`src/rtl/sic_pkg.sv`:
```
package sic_pkg;

   // word indices on the register bus
   localparam int unsigned W_MASKED  = 0;
   localparam int unsigned W_RAW     = 1;
   localparam int unsigned W_ENSET   = 2;
   localparam int unsigned W_ENCLR   = 3;
   localparam int unsigned W_SWSET   = 4;
   localparam int unsigned W_SWCLR   = 5;
   localparam int unsigned W_BYPSET  = 8;
   localparam int unsigned W_BYPCLR  = 9;
   localparam int unsigned W_MIN_BITS = 4;

   typedef struct packed {
      logic en_set;
      logic en_clr;
      logic sw_set;
      logic sw_clr;
      logic byp_set;
      logic byp_clr;
   } sic_wr_t;

   function automatic logic [63:0] span_mask(input int unsigned lo, input int unsigned hi);
      logic [63:0] m;
      for (int unsigned i = 0; i < 64; i++) m[i] = (i >= lo) && (i <= hi);
      return m;
   endfunction

endpackage

```
`src/rtl/sic_regif.sv`:
```
module sic_regif
   import sic_pkg::*;
#(
   parameter int unsigned NUM_IRQ = 32,
   parameter int unsigned WORD_W  = 10
) (
   input  logic [WORD_W-1:0]  word,
   input  logic               we,
   input  logic [NUM_IRQ-1:0] wdata,
   input  logic [NUM_IRQ-1:0] raw_lvl,
   input  logic [NUM_IRQ-1:0] en_mask,
   input  logic [NUM_IRQ-1:0] byp_en,
   output sic_wr_t            wr,
   output logic [NUM_IRQ-1:0] rdata
);
   logic nz;
   assign nz = |wdata;

   always_comb begin
      wr = '0;
      if (we) begin
         case (word)
            WORD_W'(W_ENSET):  wr.en_set  = 1'b1;
            WORD_W'(W_ENCLR):  wr.en_clr  = 1'b1;
            WORD_W'(W_SWSET):  wr.sw_set  = nz;
            WORD_W'(W_SWCLR):  wr.sw_clr  = nz;
            WORD_W'(W_BYPSET): wr.byp_set = 1'b1;
            WORD_W'(W_BYPCLR): wr.byp_clr = 1'b1;
            default:           wr = '0;
         endcase
      end
   end

   always_comb begin
      case (word)
         WORD_W'(W_MASKED): rdata = raw_lvl & en_mask;
         WORD_W'(W_RAW):    rdata = raw_lvl;
         WORD_W'(W_ENSET):  rdata = en_mask;
         WORD_W'(W_SWSET):  rdata = {{(NUM_IRQ-1){1'b0}}, raw_lvl[0]};
         WORD_W'(W_BYPSET): rdata = byp_en;
         default:           rdata = '0;
      endcase
   end
endmodule

```
`src/rtl/sic_regs.sv`:
```
module sic_regs
   import sic_pkg::*;
#(
   parameter int unsigned          NUM_IRQ  = 32,
   parameter logic [NUM_IRQ-1:0]   BYP_MASK = '0
) (
   input  logic               clk,
   input  logic               rst_n,
   input  sic_wr_t            wr,
   input  logic [NUM_IRQ-1:0] wdata,
   output logic [NUM_IRQ-1:0] en_mask,
   output logic [NUM_IRQ-1:0] byp_en,
   output logic               sw_bit
);
   always_ff @(posedge clk or negedge rst_n) begin
      if (!rst_n) begin
         en_mask <= '0;
      end else if (wr.en_set) begin
         en_mask <= en_mask | wdata;
      end else if (wr.en_clr) begin
         en_mask <= en_mask & ~wdata;
      end
   end

   always_ff @(posedge clk or negedge rst_n) begin
      if (!rst_n) begin
         byp_en <= '0;
      end else if (wr.byp_set) begin
         byp_en <= byp_en | (wdata & BYP_MASK);
      end else if (wr.byp_clr) begin
         byp_en <= byp_en & ~wdata;
      end
   end

   always_ff @(posedge clk or negedge rst_n) begin
      if (!rst_n)          sw_bit <= 1'b0;
      else if (wr.sw_set)  sw_bit <= 1'b1;
      else if (wr.sw_clr)  sw_bit <= 1'b0;
   end
endmodule

```
`src/rtl/sic_bypass.sv`:
```
module sic_bypass #(
   parameter int unsigned BYP_LO = 21,
   parameter int unsigned BYP_HI = 30,
   localparam int unsigned N     = BYP_HI - BYP_LO + 1
) (
   input  logic         clk,
   input  logic         rst_n,
   input  logic [N-1:0] lvl,
   input  logic [N-1:0] en,
   output logic [N-1:0] q
);
   for (genvar i = 0; i < N; i++) begin : g_lane
      always_ff @(posedge clk or negedge rst_n) begin
         if (!rst_n) q[i] <= 1'b0;
         else        q[i] <= lvl[i] & en[i];
      end
   end
endmodule

```
`src/rtl/sic_merge.sv`:
```
module sic_merge #(
   parameter int unsigned NUM_IRQ = 32
) (
   input  logic               clk,
   input  logic               rst_n,
   input  logic [NUM_IRQ-1:0] raw_lvl,
   input  logic [NUM_IRQ-1:0] en_mask,
   output logic               req
);
   always_ff @(posedge clk or negedge rst_n) begin
      if (!rst_n) req <= 1'b0;
      else        req <= |(raw_lvl & en_mask);
   end
endmodule

```
`src/rtl/sic_top.sv`:
```
module sic_top
   import sic_pkg::*;
#(
   parameter int unsigned NUM_IRQ = 32,
   parameter int unsigned ADDR_W  = 12,
   parameter int unsigned BYP_LO  = 21,
   parameter int unsigned BYP_HI  = 30,
   localparam int unsigned WORD_W = ADDR_W - 2
) (
   input  logic               clk,
   input  logic               rst_n,
   input  logic [WORD_W-1:0]  bus_addr,
   input  logic               bus_we,
   input  logic [NUM_IRQ-1:0] bus_wdata,
   output logic [NUM_IRQ-1:0] bus_rdata,
   input  logic [NUM_IRQ-1:0] irq_in,
   output logic               irq_merged,
   output logic [NUM_IRQ-1:0] irq_bypass
);
   localparam int unsigned       BYP_N    = BYP_HI - BYP_LO + 1;
   localparam logic [NUM_IRQ-1:0] BYP_MASK = NUM_IRQ'(span_mask(BYP_LO, BYP_HI));

   if (NUM_IRQ < 1 || NUM_IRQ > 64) begin : g_bad_width
      $error("sic_top: NUM_IRQ out of range");
   end
   if (BYP_LO > BYP_HI || BYP_HI >= NUM_IRQ) begin : g_bad_band
      $error("sic_top: bypass band outside the line vector");
   end
   if (WORD_W < W_MIN_BITS) begin : g_bad_addr
      $error("sic_top: ADDR_W too small for the register words");
   end

   sic_wr_t            wr;
   logic [NUM_IRQ-1:0] en_mask;
   logic [NUM_IRQ-1:0] byp_en;
   logic               sw_bit;
   logic [NUM_IRQ-1:0] raw_lvl;
   logic [BYP_N-1:0]   byp_q;

   assign raw_lvl = irq_in | {{(NUM_IRQ-1){1'b0}}, sw_bit};

   sic_regif #(.NUM_IRQ(NUM_IRQ), .WORD_W(WORD_W)) u_regif (
      .word    (bus_addr),
      .we      (bus_we),
      .wdata   (bus_wdata),
      .raw_lvl (raw_lvl),
      .en_mask (en_mask),
      .byp_en  (byp_en),
      .wr      (wr),
      .rdata   (bus_rdata)
   );

   sic_regs #(.NUM_IRQ(NUM_IRQ), .BYP_MASK(BYP_MASK)) u_regs (
      .clk     (clk),
      .rst_n   (rst_n),
      .wr      (wr),
      .wdata   (bus_wdata),
      .en_mask (en_mask),
      .byp_en  (byp_en),
      .sw_bit  (sw_bit)
   );

   sic_merge #(.NUM_IRQ(NUM_IRQ)) u_merge (
      .clk     (clk),
      .rst_n   (rst_n),
      .raw_lvl (raw_lvl),
      .en_mask (en_mask),
      .req     (irq_merged)
   );

   sic_bypass #(.BYP_LO(BYP_LO), .BYP_HI(BYP_HI)) u_bypass (
      .clk   (clk),
      .rst_n (rst_n),
      .lvl   (irq_in[BYP_HI:BYP_LO]),
      .en    (byp_en[BYP_HI:BYP_LO]),
      .q     (byp_q)
   );

   always_comb begin
      irq_bypass = '0;
      irq_bypass[BYP_HI:BYP_LO] = byp_q;
   end
endmodule

```
`config.mk`:
```
export PLATFORM = sky130hd
export DESIGN_NAME = sic_top
export DESIGN_NICKNAME = d
export VERILOG_FILES = /design/src/rtl/sic_pkg.sv /design/src/rtl/sic_regif.sv /design/src/rtl/sic_regs.sv /design/src/rtl/sic_bypass.sv /design/src/rtl/sic_merge.sv /design/src/rtl/sic_top.sv
export SDC_FILE = /design/constraint.sdc
export NUM_CORES = 1
export LEC_CHECK = 0
export ABC_AREA = 1
export BUFFER_PORTS_ARGS = -buffer_cell sky130_fd_sc_hd__buf_2
export CAP_MARGIN = 5
export CORE_MARGIN = 3
export CORE_UTILIZATION = 39
export DETAILED_ROUTE_END_ITERATION = 8
export PLACE_DENSITY = 0.65
export SKIP_LAST_GASP = 1
export SLEW_MARGIN = 20
export SYNTH_ARGS = -nofsm -noshare
export SYNTH_HDL_FRONTEND = slang
export SYNTH_HIERARCHICAL = 1
export SYNTH_SLANG_ARGS = --single-unit
```
`constraint.sdc`:
```
create_clock -name clk -period 2.8 [get_ports clk]
set_clock_uncertainty 0.05 [all_clocks]
set_input_delay 0.56 -clock clk [delete_from_list [all_inputs] [get_ports clk]]
set_output_delay 0.56 -clock clk [all_outputs]
set_load 0.02 [all_outputs]
```
Word level (Yosys, flattened, before mapping)
Index checks and enable logic that the tools add are counted.
{"block": "classes", "eq_ne": 7, "n_mux": 14, "bitwise_logic": 17, "n_reduce_logical": 6}
{"op": "case mux 32 bit (5 select lines)", "count": 1}
{"op": "2-to-1 mux 32 bit", "count": 4}
{"op": "AND 32 bit", "count": 3}
{"op": "OR reduction 32 bit", "count": 2}
{"op": "inverter 32 bit", "count": 1}
{"op": "bitwise OR 32 x 1 -> 32 bit", "count": 1}
{"op": "bitwise OR 32 x 31 -> 32 bit", "count": 1}
{"op": "bitwise OR 32 bit", "count": 1}
{"op": "equality test 10 x 2 -> 1 bit, second input constant", "count": 2}
{"op": "equality test 10 x 3 -> 1 bit, second input constant", "count": 2}
{"op": "equality test 10 x 4 -> 1 bit, second input constant", "count": 2}
{"op": "AND 1 bit", "count": 10}
{"op": "equality test 10 x 1 -> 1 bit, second input constant", "count": 1}
{"op": "zero test 10 bit", "count": 1}
{"op": "2-to-1 mux 1 bit", "count": 8}
{"op": "2-to-1 mux 6 bit", "count": 1}
{"op": "nonzero test 2 bit", "count": 3}
{"block": "word_totals", "reg_bits": 76, "input_bits": 77, "out_inout_bits": 65, "word_cells": 58}

Depth between registers and ports, before layout
Gate-level depths: netlist of the first run.
{"block": "depth", "depth_word": 5, "ltp_mapped": 11, "depth_no_buf": 9}

Modules after synthesis
The synthesis of the first run kept the hierarchy.
{"mod": "sic_regs", "instances": 1, "cells_per_inst": 304, "area_per_inst_um2": 2641.3, "seq_area_each_um2": 1626.6}
{"mod": "sic_regif", "instances": 1, "cells_per_inst": 240, "area_per_inst_um2": 1506.4, "seq_area_each_um2": 0.0}
{"mod": "sic_bypass", "instances": 1, "cells_per_inst": 30, "area_per_inst_um2": 325.3, "seq_area_each_um2": 250.2}
{"mod": "sic_merge", "instances": 1, "cells_per_inst": 64, "area_per_inst_um2": 261.5, "seq_area_each_um2": 25.0}
{"mod": "sic_top", "instances": 1, "cells_per_inst": 26, "area_per_inst_um2": 180.2, "seq_area_each_um2": 0.0}

Worst setup path after synthesis of the first run
Ideal clock, no wire load.
{"block": "synth_path", "kind": "input to output", "startpoint": "input port bus_addr[5]", "endpoint": "output port bus_rdata[7]", "arrival_time_ps": 1402, "required_ps": 2190, "setup_slack_ps": 788, "cell_stages": 6, "n_path_buf": 1, "cell_sequence": "nor2_1 > nand2_2 > nor2_4 > buf_4 > nand3_1 > nand3_1"}
{"block": "synth_via", "elab_chain_len": 2, "word_cells_on_any_way": 6, "cone_classes": "eq/ne (4); mux (1); reduce/logical (1)"}
{"element": "start: declaration", "line_no": "sic_top.sv:12", "rtl": "input logic [WORD_W-1:0] bus_addr,"}
{"element": "equality test 10 x 4 -> 1 bit, or another cell as far along", "line_no": "sic_regif.sv:35", "rtl": "case (word)"}
{"element": "case mux 32 bit (5 select lines) *", "line_no": "sic_regif.sv:35"}
{"element": "end: declaration", "line_no": "sic_top.sv:15", "rtl": "output logic [NUM_IRQ-1:0] bus_rdata,"}
Mark *: on every way between the ends. The rest lies on a longest branch, timed or not.

Worst setup path after layout of the first run
{"block": "layout_path", "startpoint": "input port bus_addr[5]", "endpoint": "output port bus_rdata[29]"}
The elaborated chain is that of the path after synthesis.

==> metrics.cfg, run 1 <==
[die]
die_y_um=118
rows=40
initial_core_util_pct=40.4
floorplan.io_pins=142
core_sq_mm=0.0122
die_area_sq_mm=0.0140
dieWidth_um=118

[routing]
num_vias=4703
wl_per_cell_um=15.3
ant_nets=0
drt_iter0_drc=339
routed_wl_um=14700
first_pass_iters=5
drc_errors=0
via_per_inst=4.91

[worst_hold_path]
hp-class=in2async

[layout]
final_net_count=862
design_area_sq_mm=0.00592
diodes=0
fillers=1256
stdcell_count=958
area_delta_synth_final_pct=20.5
utilization_pct=48.7
drive_above_1_share_pct=29.0

[sta]
worstMarginPinSlew_ps=573
slew_viol_final=0
setup_viol=0
timing.setup.tns_ps=0
hold_violations=0
slew_headroom_pct=61.8
period_share_pct=89.7
layout_min_cycle_time_ps=2510
max_freq_mhz=398
rsz0062_at_grt=no

[yosys]
yosysTopAreaCell=dfrtp_1
syn_area_sq_mm=0.00491
synth_cell_types=27
synthTopCellsByArea=dfrtp_1 39%, nand2_1 17%, nand3_1 9.0%
avgSynthCellArea_sq_um=7.40
synth_commonest_cells=228 x nand2_1, 88 x nand3_1, 76 x dfrtp_1
postSynthCellCount=664
yosys_warnings=6
synth_flop_cell=dfrtp_1
seq_area_frac_synth_pct=38.7
ys_seq_elements=76
synth-edff-count=0
synth_top_area_share_pct=38.7
synth-async-reset-ratio_pct=100
synth_most_common_cell=nand2_1

[pwr]
power_density_mw_per_mm2=431
leakagePower_uw=0.00345
vdd_drop_max_v=0.000243

[placed_design]
place.gp.congestion=0.836
hpwl_um=10700
dp.cells=942
post_dp_cell_area_sq_mm=0.00562
port_buffers=119

[clocking]
cts_setup_buffers=0
ctsHoldBuffers=0
htree_levels=3
cts_sinks=76
clock_path_buffers=2
clkSlewWorstSetupHoldPaths_ps=50
cts_root_buf=clkbuf_16
cts_tree=built
ctsResizeCount=0
clk_latency_ps=340
numCtsBuffers=9

[grt]
grtUsageTotal_pct=21.1
grt_pass1_vias=4495
grt_remaining_overflow=0
grt_pass1_wl_um=23200
grt_max_degree=42
antenna_found_initial=1

[critical_path]
r2r_slack_ps=1630
arrival_ps=1900
cp.required_ps=2190
cp_max_fo=20
cp-start-kind=primary input
reg2reg_depth=8
end_kind=primary output
path_class=in2out

[flow_run]
drv_cap=0

[run_status]
status=finished, final reports clean

[path summary, 6_finish.rpt]
path,start,to
max,bus_addr[5],bus_rdata[29]
min,rst_n,u_bypass/q[4]
max reg2reg,u_regs/sw_bit,u_merge/req
min reg2reg,u_regs/byp_en[31],u_regs/byp_en[31]
max in group asynchronous,rst_n,u_regs/byp_en[13]
min in group clk,irq_in[26],u_bypass/q[5]
[cell type report]
type	instances	area (sq um)	share of cell area, %
repair buffers	141	826	13.9
flip-flops and latches	76	1900	32.1
well taps	168	210	3.55
clock buffers	16	302	5.09
inverters	54	208	3.51
multi-input cells	503	2480	41.8
[cell families after synthesis]
family | Yosys count | synth area share [%]
AND/OR/NAND/NOR | 428 | 41.4
other | 1 | 0.0763
buffers and inverters | 106 | 12.7
flip-flops | 76 | 38.7
AO/OA/AOI/OAI | 53 | 7.13
[metrics by stage]
| stage | hold WS (ps) | power, uW | setup slack [ps] |
|---|---|---|---|
| finish | 161 | 2550 | 289 |
| global route | 200 | 2650 | 161 |
| CTS | 180 | 2580 | 280 |
| detailed placement | 402 | 1400 | 282 |
| global placement | 402 | 1400 | 296 |
| floorplan | 214 | 1270 | 788 |
[where the power goes]
group	switching [uW]	internal, uW
Sequential	11.8	1110
Combinational	171	85.5
Clock	447	723
Total	629	1920
[placed cells by master (no fill, tap or decap)]
cell,instances
or2_1,1
o21ai_0,4
nand3_1,88
o21ai_1,16
nor3_4,1
nor2_1,37
inv_6,1
o21a_1,30
inv_1,50
buf_2,118
nor3_2,2
nand2_1,228
o2111ai_1,2
nor3_1,1
buf_4,18
clkbuf_8,5
inv_2,3
o21bai_1,1
nand4_1,3
nand2_2,33
clkbuf_1,2
conb_1,22
nand3_2,30
dfrtp_1,76
clkbuf_16,9
nor2_4,2
buf_12,5
nor2_2,2
[per-layer routing]
| layer | part of all wire, % | track usage, % | wire length (um) | up-vias |
|---|---|---|---|---|
| met2 | 47 | 33.4 | 6850 | 169 |
| met1 | 45 | 28.4 | 6550 | 2200 |
| li1 | - | - | - | 2310 |
| met5 | 0.068 | 0 | 10 | - |
| met3 | 6.5 | 4.50 | 953 | 22 |
| met4 | 2.1 | 7.84 | 308 | 2 |
[worst max-delay path: stages]
cell and delay, ps:
buf_2 100, nor2_1 120, nand2_2 170, nor2_2 150, nand2_2 90, inv_6 230
buf_4 210, nand2_2 50, nand3_2 60, buf_2 160
Note: power is estimated with default switching activity, not from simulation.
==> run 2: changes to the inputs <==
--- a/config.mk
+++ b/config.mk
@@ -10,6 +10,7 @@
 export CAP_MARGIN = 5
 export CORE_MARGIN = 3
 export CORE_UTILIZATION = 39
+export CTS_CLUSTER_SIZE = 10
 export DETAILED_ROUTE_END_ITERATION = 8
 export PLACE_DENSITY = 0.65
 export SKIP_LAST_GASP = 1
==> constraint.sdc (replaced) <==
create_clock -name clk -period 2.84 [get_ports clk]
set_clock_uncertainty 0.05 [all_clocks]
set_input_delay 0.568 -clock clk [delete_from_list [all_inputs] [get_ports clk]]
set_output_delay 0.568 -clock clk [all_outputs]
set_load 0.02 [all_outputs]
==> run 2 against run 1 <==
Against the previous run:
- register-to-register slack better by 20 ps
- critical endpoint unchanged
- die area is the same
- via count is 1.0% lower
- utilization increased by 0.29 points
- flip-flop and latch count unchanged
- setup slack improved by 15 ps
- total power rose by 5.3%
- worst hold slack gained 11 ps
- sequential power barely moved
- cell count down 0.31%
- highest routed layer is now met4
- critical path depth unchanged
- global-route usage decreased by 0.45 points
==> metrics.cfg, run 2 (synthesized netlist as in run 1, its figures left out) <==
[sta]
hold_violations=0  ; unchanged
setup_viol=0  ; unchanged
slew_headroom_pct=62.3  ; +0.47 points
period_share_pct=89.3
worstMarginPinSlew_ps=566  ; -7.01 ps
max_freq_mhz=394
layout_min_cycle_time_ps=2540
rsz0062_at_grt=no
timing.setup.tns_ps=0  ; unchanged
slew_viol_final=0  ; unchanged

[routing]
ant_nets=0  ; unchanged
num_vias=4656  ; -1.0%
drc_errors=0  ; unchanged
wl_per_cell_um=15.2  ; -0.66%
routed_wl_um=14500  ; -0.97%
first_pass_iters=4  ; -1
via_per_inst=4.88  ; -0.69%
drt_iter0_drc=344  ; +1.5%

[critical_path]
path_class=in2out
cp-start-kind=primary input
cp.required_ps=2220  ; +30 ps
end_kind=primary output
cp_max_fo=20  ; unchanged
arrival_ps=1920  ; +20 ps

[die]
initial_core_util_pct=40.4  ; unchanged
rows=40  ; unchanged
die_y_um=118  ; unchanged
floorplan.io_pins=142  ; unchanged
dieWidth_um=118  ; unchanged
die_area_sq_mm=0.0140  ; unchanged
core_sq_mm=0.0122  ; unchanged

[grt]
grt_max_degree=42  ; unchanged
grt_remaining_overflow=0  ; unchanged
grt_pass1_wl_um=22900  ; -1.3%
grtUsageTotal_pct=20.7  ; -0.45 points
grt_pass1_vias=4422  ; -1.6%
antenna_found_initial=0  ; -1

[run_status]
status=finished, final reports clean

[pwr]
power_uw=2680  ; +5.3%
vdd_drop_max_v=0.000288  ; +19%
leakagePower_uw=0.00347  ; +0.39%
power_density_mw_per_mm2=451  ; +4.6%

[layout]
final_net_count=860  ; -0.23%
fillers=1248  ; -0.64%
final_common_cell=nand2_1
final_cell_mix=228 x nand2_1, 118 x buf_2, 88 x nand3_1, 76 x dfrtp_1, 50 x inv_1
diodes=0  ; unchanged
design_area_sq_mm=0.00596  ; +0.59%
area_delta_synth_final_pct=21.2
drive_above_1_share_pct=29.0  ; about the same
stdcell_count=955  ; -0.31%

[clocking]
clock_path_buffers=2  ; unchanged
cts_tree=built
numCtsBuffers=9  ; unchanged
cts_setup_buffers=0  ; unchanged
cts_sinks=76  ; unchanged
htree_levels=3  ; unchanged
clk_latency_ps=340  ; about the same
ctsHoldBuffers=0  ; unchanged
cts_root_buf=clkbuf_16
ctsResizeCount=0  ; unchanged
clkSlewWorstSetupHoldPaths_ps=50  ; about the same

[placed_design]
post_dp_cell_area_sq_mm=0.00562  ; about the same
dp.cells=940  ; -0.21%
port_buffers=119  ; unchanged
hpwl_um=10700  ; -0.40%
place.gp.congestion=0.858  ; +2.7%

[worst_hold_path]
hp-class=in2async

[flow_run]
drv_cap=0  ; unchanged

run 2: cell count changes in the layout (fill, tap and decap cells not counted):
cell       before  now
buf_4          18   15
clkbuf_1        2    0
clkbuf_8        5    1
bufinv_16       0    3
clkinv_2        0    2
buf_12          5    6
run 2: worst max-delay path: stages:
cell     delay [ps]
buf_2           220
inv_2           130
nand2_2          70
nor2_4          130
nand2_2         100
inv_6           230
buf_4           200
nand2_2          50
nand3_2          60
buf_2           160
run 2: metal layers:
layer  vias up  GRT usage (%)  part of all wire [%]
li1       2305              -                     -
met5         -              0                     0
met1      2128           28.1                    45
met4         0           6.45                   1.6
met2       201           33.3                    46
met3        22           3.92                   7.2
run 2: power by group:
group,total (uW),internal [uW],switching [uW]
Clock,1320,874,450
Combinational,253,85.2,167
Sequential,1110,1100,11.5
run 2: layout make-up:
cell class              count  area [sq um]  area share [%]
multi-input cells         503          2480            41.6
flip-flops and latches     76          1900            31.9
repair buffers            139           823            13.8
clock buffers              10           239            4.01
well taps                 168           210            3.53
inverters                  54           208            3.49
clock inverters             5           100            1.68
run 2: worst paths after layout:
| kind | start | to | slack, ps | cells past startpoint |
|---|---|---|---|---|
| min reg2reg | u_regs/byp_en[31] | u_regs/byp_en[31] | 420 | 2 |
| max reg2reg | u_regs/sw_bit | u_merge/req | 1650 | 8 |
| max | bus_addr[0] | bus_rdata[29] | 300 | 10 |
| max in group asynchronous | rst_n | u_regs/byp_en[11] | 1970 | 2 |
| min | rst_n | u_bypass/q[4] | 170 | 1 |
| min in group clk | irq_in[28] | u_bypass/q[7] | 400 | 3 |
run 2: per-stage QoR:
step,utilization (%),setup WS [ps],hold slack (ps)
2_1_floorplan,-,812,222
3_3_place_gp,46.2,320,403
3_5_place_dp,46.2,302,407
4_1_cts,49.0,298,189
5_1_grt,49.0,193,212
6_report,49.0,303,172
